$ cat src/rtl/scan_wtc_pkg.sv
package scan_wtc_pkg;

    typedef enum logic {
        SHIFT_IN  = 1'b0,
        SHIFT_OUT = 1'b1
    } shift_dir_e;

    typedef enum logic [1:0] {
        ST_IDLE   = 2'd0,
        ST_GATHER = 2'd1,
        ST_REPORT = 2'd2
    } wtc_state_e;

endpackage

$ cat src/rtl/scan_wtc_ctrl.sv
module scan_wtc_ctrl
    import scan_wtc_pkg::*;
#(
    parameter int CHAIN_LEN = 32,
    parameter int POS_W     = $clog2(CHAIN_LEN + 1)
) (
    input  logic             clk_i,
    input  logic             rst_ni,
    input  logic             vld_i,
    input  logic             sof_i,
    input  logic             bit_i,
    input  shift_dir_e       dir_i,
    output logic             clear_o,
    output logic             add_o,
    output logic             commit_o,
    output logic             report_o,
    output logic [POS_W-1:0] hop_o,
    output shift_dir_e       dir_o
);

    localparam logic [POS_W-1:0] LAST_HOP = POS_W'(CHAIN_LEN - 1);

    wtc_state_e       state_q, state_d;
    logic [POS_W-1:0] pos_q;
    logic             prev_q;
    shift_dir_e       dir_q;

    logic take_first;
    logic take_next;
    logic final_bit;

    assign take_first = vld_i && sof_i;
    assign take_next  = vld_i && !sof_i && (state_q == ST_GATHER);
    assign final_bit  = take_next && (pos_q == LAST_HOP);

    // state register
    always_ff @(posedge clk_i or negedge rst_ni) begin
        if (!rst_ni) begin
            state_q <= ST_IDLE;
        end else begin
            state_q <= state_d;
        end
    end

    // next-state decode
    always_comb begin
        state_d = state_q;
        unique case (state_q)
            ST_IDLE: begin
                if (take_first) state_d = ST_GATHER;
            end
            ST_GATHER: begin
                if (take_first)     state_d = ST_GATHER;
                else if (final_bit) state_d = ST_REPORT;
            end
            ST_REPORT: begin
                state_d = take_first ? ST_GATHER : ST_IDLE;
            end
            default: state_d = ST_IDLE;
        endcase
    end

    // bit position, previous bit and direction tracking
    always_ff @(posedge clk_i or negedge rst_ni) begin
        if (!rst_ni) begin
            pos_q  <= '0;
            prev_q <= 1'b0;
            dir_q  <= SHIFT_IN;
        end else if (take_first) begin
            pos_q  <= POS_W'(1);
            prev_q <= bit_i;
            dir_q  <= dir_i;
        end else if (take_next) begin
            pos_q  <= pos_q + POS_W'(1);
            prev_q <= bit_i;
        end
    end

    // outputs
    always_comb begin
        clear_o  = take_first;
        add_o    = take_next && (bit_i != prev_q);
        commit_o = final_bit;
        report_o = (state_q == ST_REPORT);
        hop_o    = pos_q;
        dir_o    = dir_q;
    end

    assert_pos_range_R5: assert property (@(posedge clk_i) disable iff (!rst_ni)
        pos_q <= POS_W'(CHAIN_LEN));

    assert_start_loads_R4: assert property (@(posedge clk_i) disable iff (!rst_ni)
        (vld_i && sof_i) |=> (pos_q == POS_W'(1) && state_q == ST_GATHER));

    assert_untagged_ignored_R8: assert property (@(posedge clk_i) disable iff (!rst_ni)
        (vld_i && !sof_i && state_q != ST_GATHER) |=> (state_q != ST_GATHER && $stable(pos_q)));

    assert_gap_holds_R6: assert property (@(posedge clk_i) disable iff (!rst_ni)
        (!vld_i) |=> $stable(pos_q));

endmodule

$ cat src/rtl/scan_wtc_weight.sv
module scan_wtc_weight
    import scan_wtc_pkg::*;
#(
    parameter int CHAIN_LEN = 32,
    parameter int POS_W     = $clog2(CHAIN_LEN + 1)
) (
    input  logic [POS_W-1:0] hop_i,
    input  shift_dir_e       dir_i,
    output logic [POS_W-1:0] weight_o
);

    localparam logic [POS_W-1:0] LEN_V = POS_W'(CHAIN_LEN);

    // hop_i is j: the transition lies between bit j and bit j+1
    always_comb begin
        unique case (dir_i)
            SHIFT_OUT: weight_o = hop_i;
            default:   weight_o = LEN_V - hop_i;
        endcase
    end

endmodule

$ cat src/rtl/scan_wtc_accum.sv
module scan_wtc_accum #(
    parameter int CHAIN_LEN = 32,
    parameter int POS_W     = $clog2(CHAIN_LEN + 1),
    parameter int ACC_W     = 9
) (
    input  logic             clk_i,
    input  logic             rst_ni,
    input  logic             clear_i,
    input  logic             add_i,
    input  logic             commit_i,
    input  logic [POS_W-1:0] weight_i,
    output logic [ACC_W-1:0] result_o
);

    localparam int ACC_MAX = CHAIN_LEN * (CHAIN_LEN - 1) / 2;

    logic [ACC_W-1:0] acc_q;
    logic [ACC_W-1:0] inc;
    logic [ACC_W-1:0] sum;

    assign inc = add_i ? ACC_W'(weight_i) : '0;
    assign sum = acc_q + inc;

    always_ff @(posedge clk_i or negedge rst_ni) begin
        if (!rst_ni) begin
            acc_q <= '0;
        end else if (clear_i) begin
            acc_q <= '0;
        end else if (add_i) begin
            acc_q <= sum;
        end
    end

    always_ff @(posedge clk_i or negedge rst_ni) begin
        if (!rst_ni) begin
            result_o <= '0;
        end else if (commit_i) begin
            result_o <= sum;
        end
    end

    assert_no_overflow_R9: assert property (@(posedge clk_i) disable iff (!rst_ni)
        acc_q <= ACC_W'(ACC_MAX));

    assert_weight_range_R2: assert property (@(posedge clk_i) disable iff (!rst_ni)
        add_i |-> (weight_i >= POS_W'(1) && weight_i <= POS_W'(CHAIN_LEN - 1)));

    assert_result_hold_R5: assert property (@(posedge clk_i) disable iff (!rst_ni)
        (!commit_i) |=> $stable(result_o));

    assert_clear_zero_R4: assert property (@(posedge clk_i) disable iff (!rst_ni)
        clear_i |=> (acc_q == '0));

endmodule

$ cat src/rtl/scan_wtc_counter.sv
module scan_wtc_counter
    import scan_wtc_pkg::*;
#(
    parameter  int CHAIN_LEN = 32,
    localparam int ACC_W     = $clog2(CHAIN_LEN * (CHAIN_LEN - 1) / 2 + 1)
) (
    input  logic             clk_i,
    input  logic             rst_ni,
    input  logic             bit_vld_i,
    input  logic             bit_sof_i,
    input  logic             bit_i,
    input  logic             dir_i,
    output logic             done_o,
    output logic [ACC_W-1:0] wtc_o
);

    localparam int POS_W = $clog2(CHAIN_LEN + 1);

    logic             clear;
    logic             add;
    logic             commit;
    logic             report;
    logic [POS_W-1:0] hop;
    logic [POS_W-1:0] weight;
    shift_dir_e       dir_q;

    scan_wtc_ctrl #(
        .CHAIN_LEN (CHAIN_LEN),
        .POS_W     (POS_W)
    ) u_ctrl (
        .clk_i    (clk_i),
        .rst_ni   (rst_ni),
        .vld_i    (bit_vld_i),
        .sof_i    (bit_sof_i),
        .bit_i    (bit_i),
        .dir_i    (shift_dir_e'(dir_i)),
        .clear_o  (clear),
        .add_o    (add),
        .commit_o (commit),
        .report_o (report),
        .hop_o    (hop),
        .dir_o    (dir_q)
    );

    scan_wtc_weight #(
        .CHAIN_LEN (CHAIN_LEN),
        .POS_W     (POS_W)
    ) u_weight (
        .hop_i    (hop),
        .dir_i    (dir_q),
        .weight_o (weight)
    );

    scan_wtc_accum #(
        .CHAIN_LEN (CHAIN_LEN),
        .POS_W     (POS_W),
        .ACC_W     (ACC_W)
    ) u_accum (
        .clk_i    (clk_i),
        .rst_ni   (rst_ni),
        .clear_i  (clear),
        .add_i    (add),
        .commit_i (commit),
        .weight_i (weight),
        .result_o (wtc_o)
    );

    assign done_o = report;

    assert_done_pulse_R5: assert property (@(posedge clk_i) disable iff (!rst_ni)
        done_o |=> !done_o);

    assert_total_moves_with_done_R5: assert property (@(posedge clk_i) disable iff (!rst_ni)
        (!done_o) |-> $stable(wtc_o));

    assert_total_bound_R9: assert property (@(posedge clk_i) disable iff (!rst_ni)
        wtc_o <= ACC_W'(CHAIN_LEN * (CHAIN_LEN - 1) / 2));

endmodule

$ cat config.mk
export PLATFORM = sky130hd
export DESIGN_NAME = scan_wtc_counter
export DESIGN_NICKNAME = d
export VERILOG_FILES = /design/src/rtl/scan_wtc_pkg.sv /design/src/rtl/scan_wtc_ctrl.sv /design/src/rtl/scan_wtc_weight.sv /design/src/rtl/scan_wtc_accum.sv /design/src/rtl/scan_wtc_counter.sv
export SDC_FILE = /design/constraint.sdc
export NUM_CORES = 1
export LEC_CHECK = 0
export CORE_ASPECT_RATIO = 0.9
export CORE_UTILIZATION = 35
export CTS_CLUSTER_DIAMETER = 120
export DETAILED_ROUTE_END_ITERATION = 8
export SYNTH_ARGS = -nofsm -noshare
export SYNTH_HDL_FRONTEND = slang
export SYNTH_SLANG_ARGS = --single-unit
$ cat constraint.sdc
create_clock -name clk_i -period 2.88 [get_ports clk_i]
set_input_delay 0.864 -clock clk_i [delete_from_list [all_inputs] [get_ports clk_i]]
set_output_delay 0.864 -clock clk_i [all_outputs]
set_load 0.01 [all_outputs]
# [Yosys cells after proc, flatten, opt, wreduce, memory -nomap -nowiden]
# Index checks and enable logic that the tools add are counted.
[op_classes] div=0 n_lt_le_gt_ge=0 eq_ne=6 n_addsub=3 n_bitwise=0 n_mux=13 n_mul=0 shift=0 n_reduce_logical=10
[op_table] op="$mux 6" n=4
[op_table] op="$mux 9" n=2
[op_table] op="$add 9x9->9" n=1
[op_table] op="$add 6x1->6 const B" n=1
[op_table] op="$eq 6x5->1 const B" n=1
[op_table] op="$mux 2" n=3
[op_table] op="$pmux 2 s3" n=1
[op_table] op="$sub 6x6->6 const A" n=1
[op_table] op="$logic_and 1x1->1" n=5
[op_table] op="$reduce_bool 2->1" n=2
[op_table] op="$mux 1" n=3
[op_table] op="$ne 3x2->1 const B" n=1
[op_table] op="$eq 2x1->1 const B" n=1
[op_table] op="$eq 2x2->1 const B" n=1
[op_table] op="$logic_not 2->1" n=1
[op_table] op="$ne 2x1->1 const B" n=1
[op_table] op="$reduce_and 2->1" n=1
[op_table] op="$logic_not 1->1" n=1
[op_table] op="$ne 1x1->1" n=1
[word_totals] in_bits=6 mem_count=0 reg_bits=28 ram_bits=0 word_cells=38 latchBits=0 output_inout_bits=10 mem_bits_ro=0

# [Longest topological paths before layout]
[logic_depth] word_depth=8 depth_mapped=11 ltp_nobuf=10

# [Modules after synthesis]
# A second synthesis with hierarchy kept.
[unflattened] cells_unflattened=172 hier_area_um2=1724.2
[by_module_without_submodules] module="scan_wtc_accum" n_inst=1 area_each_um2=1072.3 cells_per_inst=105
[by_module_without_submodules] module="scan_wtc_ctrl" n_inst=1 area_each_um2=543.0 cells_per_inst=51
[by_module_without_submodules] module="scan_wtc_weight" n_inst=1 area_each_um2=108.9 cells_per_inst=16

# [Worst setup path before layout]
# No wires, ideal clock.
[synth_path] path_type="input port to flip-flop" start="in bit_sof_i" end="reg u_accum.acc_q[5]" required_ps=2785 arrival_time_ps=3255 stages=10 path_slack_ps=-470 setup_time_ps=95 cell_sequence="nor4bb_1 -> nand2b_1 -> buf_2 -> buf_2 -> nor2_1 -> ha_1 -> a211o_1 -> a211o_1 -> and3_1 -> o31ai_1"
[synth_via] elab_chain_cells=8 word_cells_on_any_way=10
[synth_rtl] element="start: declaration" line_no="scan_wtc_counter.sv:10" text="input logic bit_sof_i,"
[synth_rtl] element="$logic_not 1->1" line_no="scan_wtc_ctrl.sv:33" text="assign take_next = vld_i && !sof_i && (state_q == ST_GATHER);"
[synth_rtl] element="$logic_and 1x1->1 (2 in series)" line_no="scan_wtc_ctrl.sv:33"
[synth_rtl] element="$logic_and 1x1->1" line_no="scan_wtc_ctrl.sv:82" text="add_o = take_next && (bit_i != prev_q);"
[synth_rtl] element="$mux 6" line_no="scan_wtc_accum.sv:21" text="assign inc = add_i ? ACC_W'(weight_i) : '0;"
[synth_rtl] element="$add 9x9->9" line_no="scan_wtc_accum.sv:22" text="assign sum = acc_q + inc;"
[synth_rtl] element="$mux 9" line_no="scan_wtc_accum.sv:29" text="end else if (add_i) begin"
[synth_rtl] element="$mux 9" line_no="scan_wtc_accum.sv:27" text="end else if (clear_i) begin"
[synth_rtl] element="end signal: assignment" line_no="scan_wtc_accum.sv:30" text="acc_q <= sum;"
[synth_rtl] element="end: declaration" line_no="scan_wtc_accum.sv:17" text="logic [ACC_W-1:0] acc_q;"
# Parallel ways exist; a longest one is shown, timed or not. The select of a mux whose other input is x is not followed.
# A chain may end at the register's enable or synchronous reset.

# [Final worst setup path]
[layout_path] start="in bit_vld_i" end="reg u_accum.result_o[8]"
[layout_via] elab_chain_cells=5 word_cells_on_any_way=6
[layout_rtl] element="start: declaration" line_no="scan_wtc_counter.sv:9" text="input logic bit_vld_i,"
[layout_rtl] element="$logic_and 1x1->1 (*) (2 in series)" line_no="scan_wtc_ctrl.sv:33"
[layout_rtl] element="$logic_and 1x1->1" line_no="scan_wtc_ctrl.sv:82"
[layout_rtl] element="$mux 6" line_no="scan_wtc_accum.sv:21"
[layout_rtl] element="$add 9x9->9" line_no="scan_wtc_accum.sv:22"
[layout_rtl] element="end signal: assignment" line_no="scan_wtc_accum.sv:38" text="result_o <= sum;"
[layout_rtl] element="end: declaration" line_no="scan_wtc_accum.sv:12" text="output logic [ACC_W-1:0] result_o"
# Every way passes the cells marked *; elsewhere a longest branch is shown, timed or not.

==> out/qor.log <==
qor: logic_synthesis.ys_top_cells_by_area dfrtp_1, ha_1, o21ai_0
qor: place.detailedPlacementHpwl 2839 um
qor: logic_synthesis.synth_most_common_cell dfrtp_1
qor: sta.final.min_clock_period 2.792 ns
qor: min_path.hold_class reg2reg
qor: routing.drc 0
qor: layout.antennaDiodeCount 0
qor: power_and_ir_drop.power.clock.fraction 29.1%
qor: logic_synthesis.synthesis.yosys.warnings 0
qor: routing.totalWireLength 3862 um
qor: sta.final-max-slew-violation-count 0
qor: die.num_rows 22
qor: global_routing.grt_overflow 0
qor: place.place.port_buffers 15
qor: worst_setup_path.reg2reg_setup_slack 0.22 ns
qor: routing.route.vias.total 1,448
qor: layout.final_net_count 230
qor: sta.final-hold-violation-count 0
qor: worst_setup_path.crit_path_end_kind flip-flop
qor: worst_setup_path.worst-endpoint-required 3.10 ns
qor: logic_synthesis.share_of_flip_flops_with_an_asynchronous_set_or_reset_after_synthesis 100.0%
qor: min_path.min_delay_path_depth 2
qor: power_and_ir_drop.leakage_power_summed_over_all_cells 0.001021 uW
qor: worst_setup_path.regToRegEndpoint u_accum.result_o[8]$_DFFE_PN0P_
qor: cts.cts_hold_buffers 0
qor: power_and_ir_drop.switching_share 28.33%
qor: global_routing.maximum_number_of_pins_on_one_net_before_global_route_repair 29
qor: worst_setup_path.setup_crit_start_kind primary input
qor: die.chipWidth 73.31 um
qor: worst_setup_path.critical_path_arrival 3.01 ns
qor: logic_synthesis.synth_enable_flop_cells 0
qor: layout.layoutNonFillerInstCount 274
qor: die.start_util 37.78%
qor: cts.clock_path_buffers 2
qor: sta.finalClockSkew 0.004120 ns
qor: die.core_area 0.004239 mm^2
qor: layout.nFillCells 390
qor: run_status.status finished clean
qor: logic_synthesis.post_synth_most_frequent_cells dfrtp_1, nand2_1, o21ai_0
qor: power_and_ir_drop.ir_drop 175.0 uV
qor: worst_setup_path.critPathKind in2reg
qor: cts.cts_sinks 28
qor: cts.worst_setup_hold_path_clk_slew 0.09 ns
qor: worst_setup_path.critical_path.max_fanout 8
qor: min_path.holdCritStartpoint u_accum.result_o[0]$_DFFE_PN0P_
qor: global_routing.global_route_wire_length_before_repair 6713 um
qor: place.place.gp.congestion 0.8527
qor: global_routing.initial_antenna_violation_count 0
qor: routing.number_of_drc_violations_after_detailed_routing_iteration_0 68
qor: sta.achievable-frequency 0.3582 GHz
qor: routing.detail_route.first_pass.iterations 4
qor: power_and_ir_drop.cellInternalPower 618.7 uW
qor: place.preCtsSetupSlack -0.5218 ns
qor: sta.timing.final.setup_violations 0
qor: die.num_io_pins 16
qor: routing.routed_via_density 5.285
qor: cts.worstSkewPairLatency 0.28 ns
qor: power_and_ir_drop.p_per_area 389.1 mW/mm^2
qor: layout.flow.area_growth_from_synthesis 38.52%
qor: logic_synthesis.postSynthCellCount 173
qor: logic_synthesis.seq_area_frac_synth 43.75%
qor: sta.slew-limit-headroom 71.39%
qor: flow_run.maxCapViolCount 0
qor: global_routing.gr-usage-all-layers 17.98%
qor: worst_setup_path.worstRegToRegCells 10
qor: sta.timing_worst_slew_pin_value 0.4247 ns
qor: sta.min_period_over_period 96.93%
qor: logic_synthesis.synth_fp_nets 188
qor: place.place.detailed.instances 264
qor: die.die_area 0.004851 mm^2
qor: routing.avgRoutedWirePerCell 14.09 um
qor: worst_setup_path.crit-reg2reg-launch u_ctrl.hop_o[1]$_DFFE_PN0P_
qor: logic_synthesis.synth_largest_area_cell dfrtp_1
qor: global_routing.first_global_vias 1,454
qor: cts.cts.htree.levels 1
qor: cts.cts_buffers 3
qor: logic_synthesis.postSynthAreaPerCell 9.257 um^2
qor: power_and_ir_drop.report.power.total 863.2 uW
qor: power_and_ir_drop.power_frac_comb 21.2%
qor: sta.postLayoutSetupSlackWorst 0.08832 ns
qor: min_path.timing.hold.worst_endpoint u_accum.result_o[0]$_DFFE_PN0P_
qor: logic_synthesis.synth_largest_type_area_fraction 43.75%
qor: cts.cts_tree yes
qor: die.die-height 66.18 um
qor: logic_synthesis.synth.ff_latch_count 28
qor: layout.fraction_of_layout_cells_with_a_size_suffix_above_1 28.04%
qor: power_and_ir_drop.p_switching 244.5 uW
qor: logic_synthesis.synthDistinctLibCells 41
qor: routing.route.antenna.remaining_nets 0
qor: power_and_ir_drop.p_seq_share 49.7%
qor: logic_synthesis.synthFlopType dfrtp_1
qor: cts.library_cell_used_as_clock_root_buffer clkbuf_8
qor: logic_synthesis.synth.cell_area 0.001602 mm^2
## cell type report
type / instances / area, um^2 / share of cell area [%]
Timing Repair Buffer: 43 / 352.8 / 15.91
Inverter: 4 / 15.01 / 0.6768
Tap cell: 60 / 75.07 / 3.384
Sequential cell: 28 / 700.7 / 31.58
Clock buffer: 4 / 55.05 / 2.482
Multi-Input combinational cell: 135 / 1020 / 45.97
## per-stage QoR
stage	cell area, um^2	hold slack, ns	setup TNS (ns)	utilization, %
global route	2218	0.5296	-0.005830	52.33
CTS	2137	0.4869	0	50.41
floorplan	1672	0.4726	-0.1899	-
finish	2218	0.4813	0	52.33
global placement	2022	0.4625	-3.821	47.70
detailed placement	2022	0.4640	-4.546	47.70
## cell usage in the layout, fill, tap and decap left out, types with 3 or more instances in the layout
master / count
a21o_1: 3
a21oi_1: 5
buf_4: 27
clkbuf_8: 4
clkdlybuf4s50_1: 12
dfrtp_1: 28
ha_1: 4
ha_4: 4
inv_1: 4
mux2_2: 3
nand2_1: 23
nand3_1: 9
nor2_1: 8
nor2_4: 5
o21ai_0: 19
xnor2_1: 4
xor2_1: 3
## kinds of logic (layout without fill, tap and decap cells)
group,count (synthesis),in the layout,share of synthesized area (%)
mux,4,4,2.734
buf+inv,10,51,2.656
fa+ha+maj,9,9,7.500
compound gates,47,47,18.67
flops,28,28,43.75
xor+xnor,8,8,4.375
simple gates,67,67,20.31
## worst max path at each step
stage,startpoint,endpoint,slack [ns],cells past startpoint
2_1_floorplan,bit_sof_i,u_accum.result_o[8]$_DFFE_PN0P_,-0.07,10
3_3_place_gp,bit_sof_i,u_accum.acc_q[7]$_DFFE_PN0P_,-0.46,10
3_5_place_dp,bit_i,u_accum.result_o[8]$_DFFE_PN0P_,-0.52,10
4_1_cts,bit_sof_i,u_accum.result_o[8]$_DFFE_PN0P_,0.01,9
5_1_grt,bit_vld_i,u_accum.result_o[8]$_DFFE_PN0P_,-0.003,10
6_report,bit_vld_i,u_accum.result_o[8]$_DFFE_PN0P_,0.09,10
## per-layer routing
metal / vias to the layer above / GRT usage (%) / part of all wire [%]
met5: - / 0 / 0
met3: 4 / 3.506 / 2.5
met4: 0 / 4.327 / 0.49
met2: 17 / 30.56 / 51
met1: 724 / 23.51 / 46
li1: 703 / - / -
## timing repair
| action | 4_1_cts | 5_1_grt |
|---|---|---|
| pin swaps | 8 | 14 |
| endpoints found under the setup margin | 9 | 8 |
| resized for setup | 13 | 14 |
| setup buffers | 5 | 1 |
## state kept, by name, indices dropped and copies added (netlist names)
signal	flops
u_accum.acc_q	9
u_accum.result_o	9
u_ctrl.dir_o	1
u_ctrl.hop_o	6
u_ctrl.prev_q	1
u_ctrl.state_q	2
## power by group through the flow
stage	sequential [uW]	combinational, uW	clock, uW
after floorplan	433	101	0
after global routing	432	203	272
after global placement	435	157	0
final	429	183	251
after detailed placement	435	162	0
after CTS	428	172	259
## worst max-delay path: stages
cell and delay (ns):
dlygate4sd2_1 0.24, nor4bb_4 0.16, nand2b_4 0.19, nor2_4 0.06, ha_4 0.16, fa_2 0.35
a21o_1 0.20, a211o_4 0.38, a311o_1 0.33, nand3_1 0.07
Power figures use the tool's default switching activity.
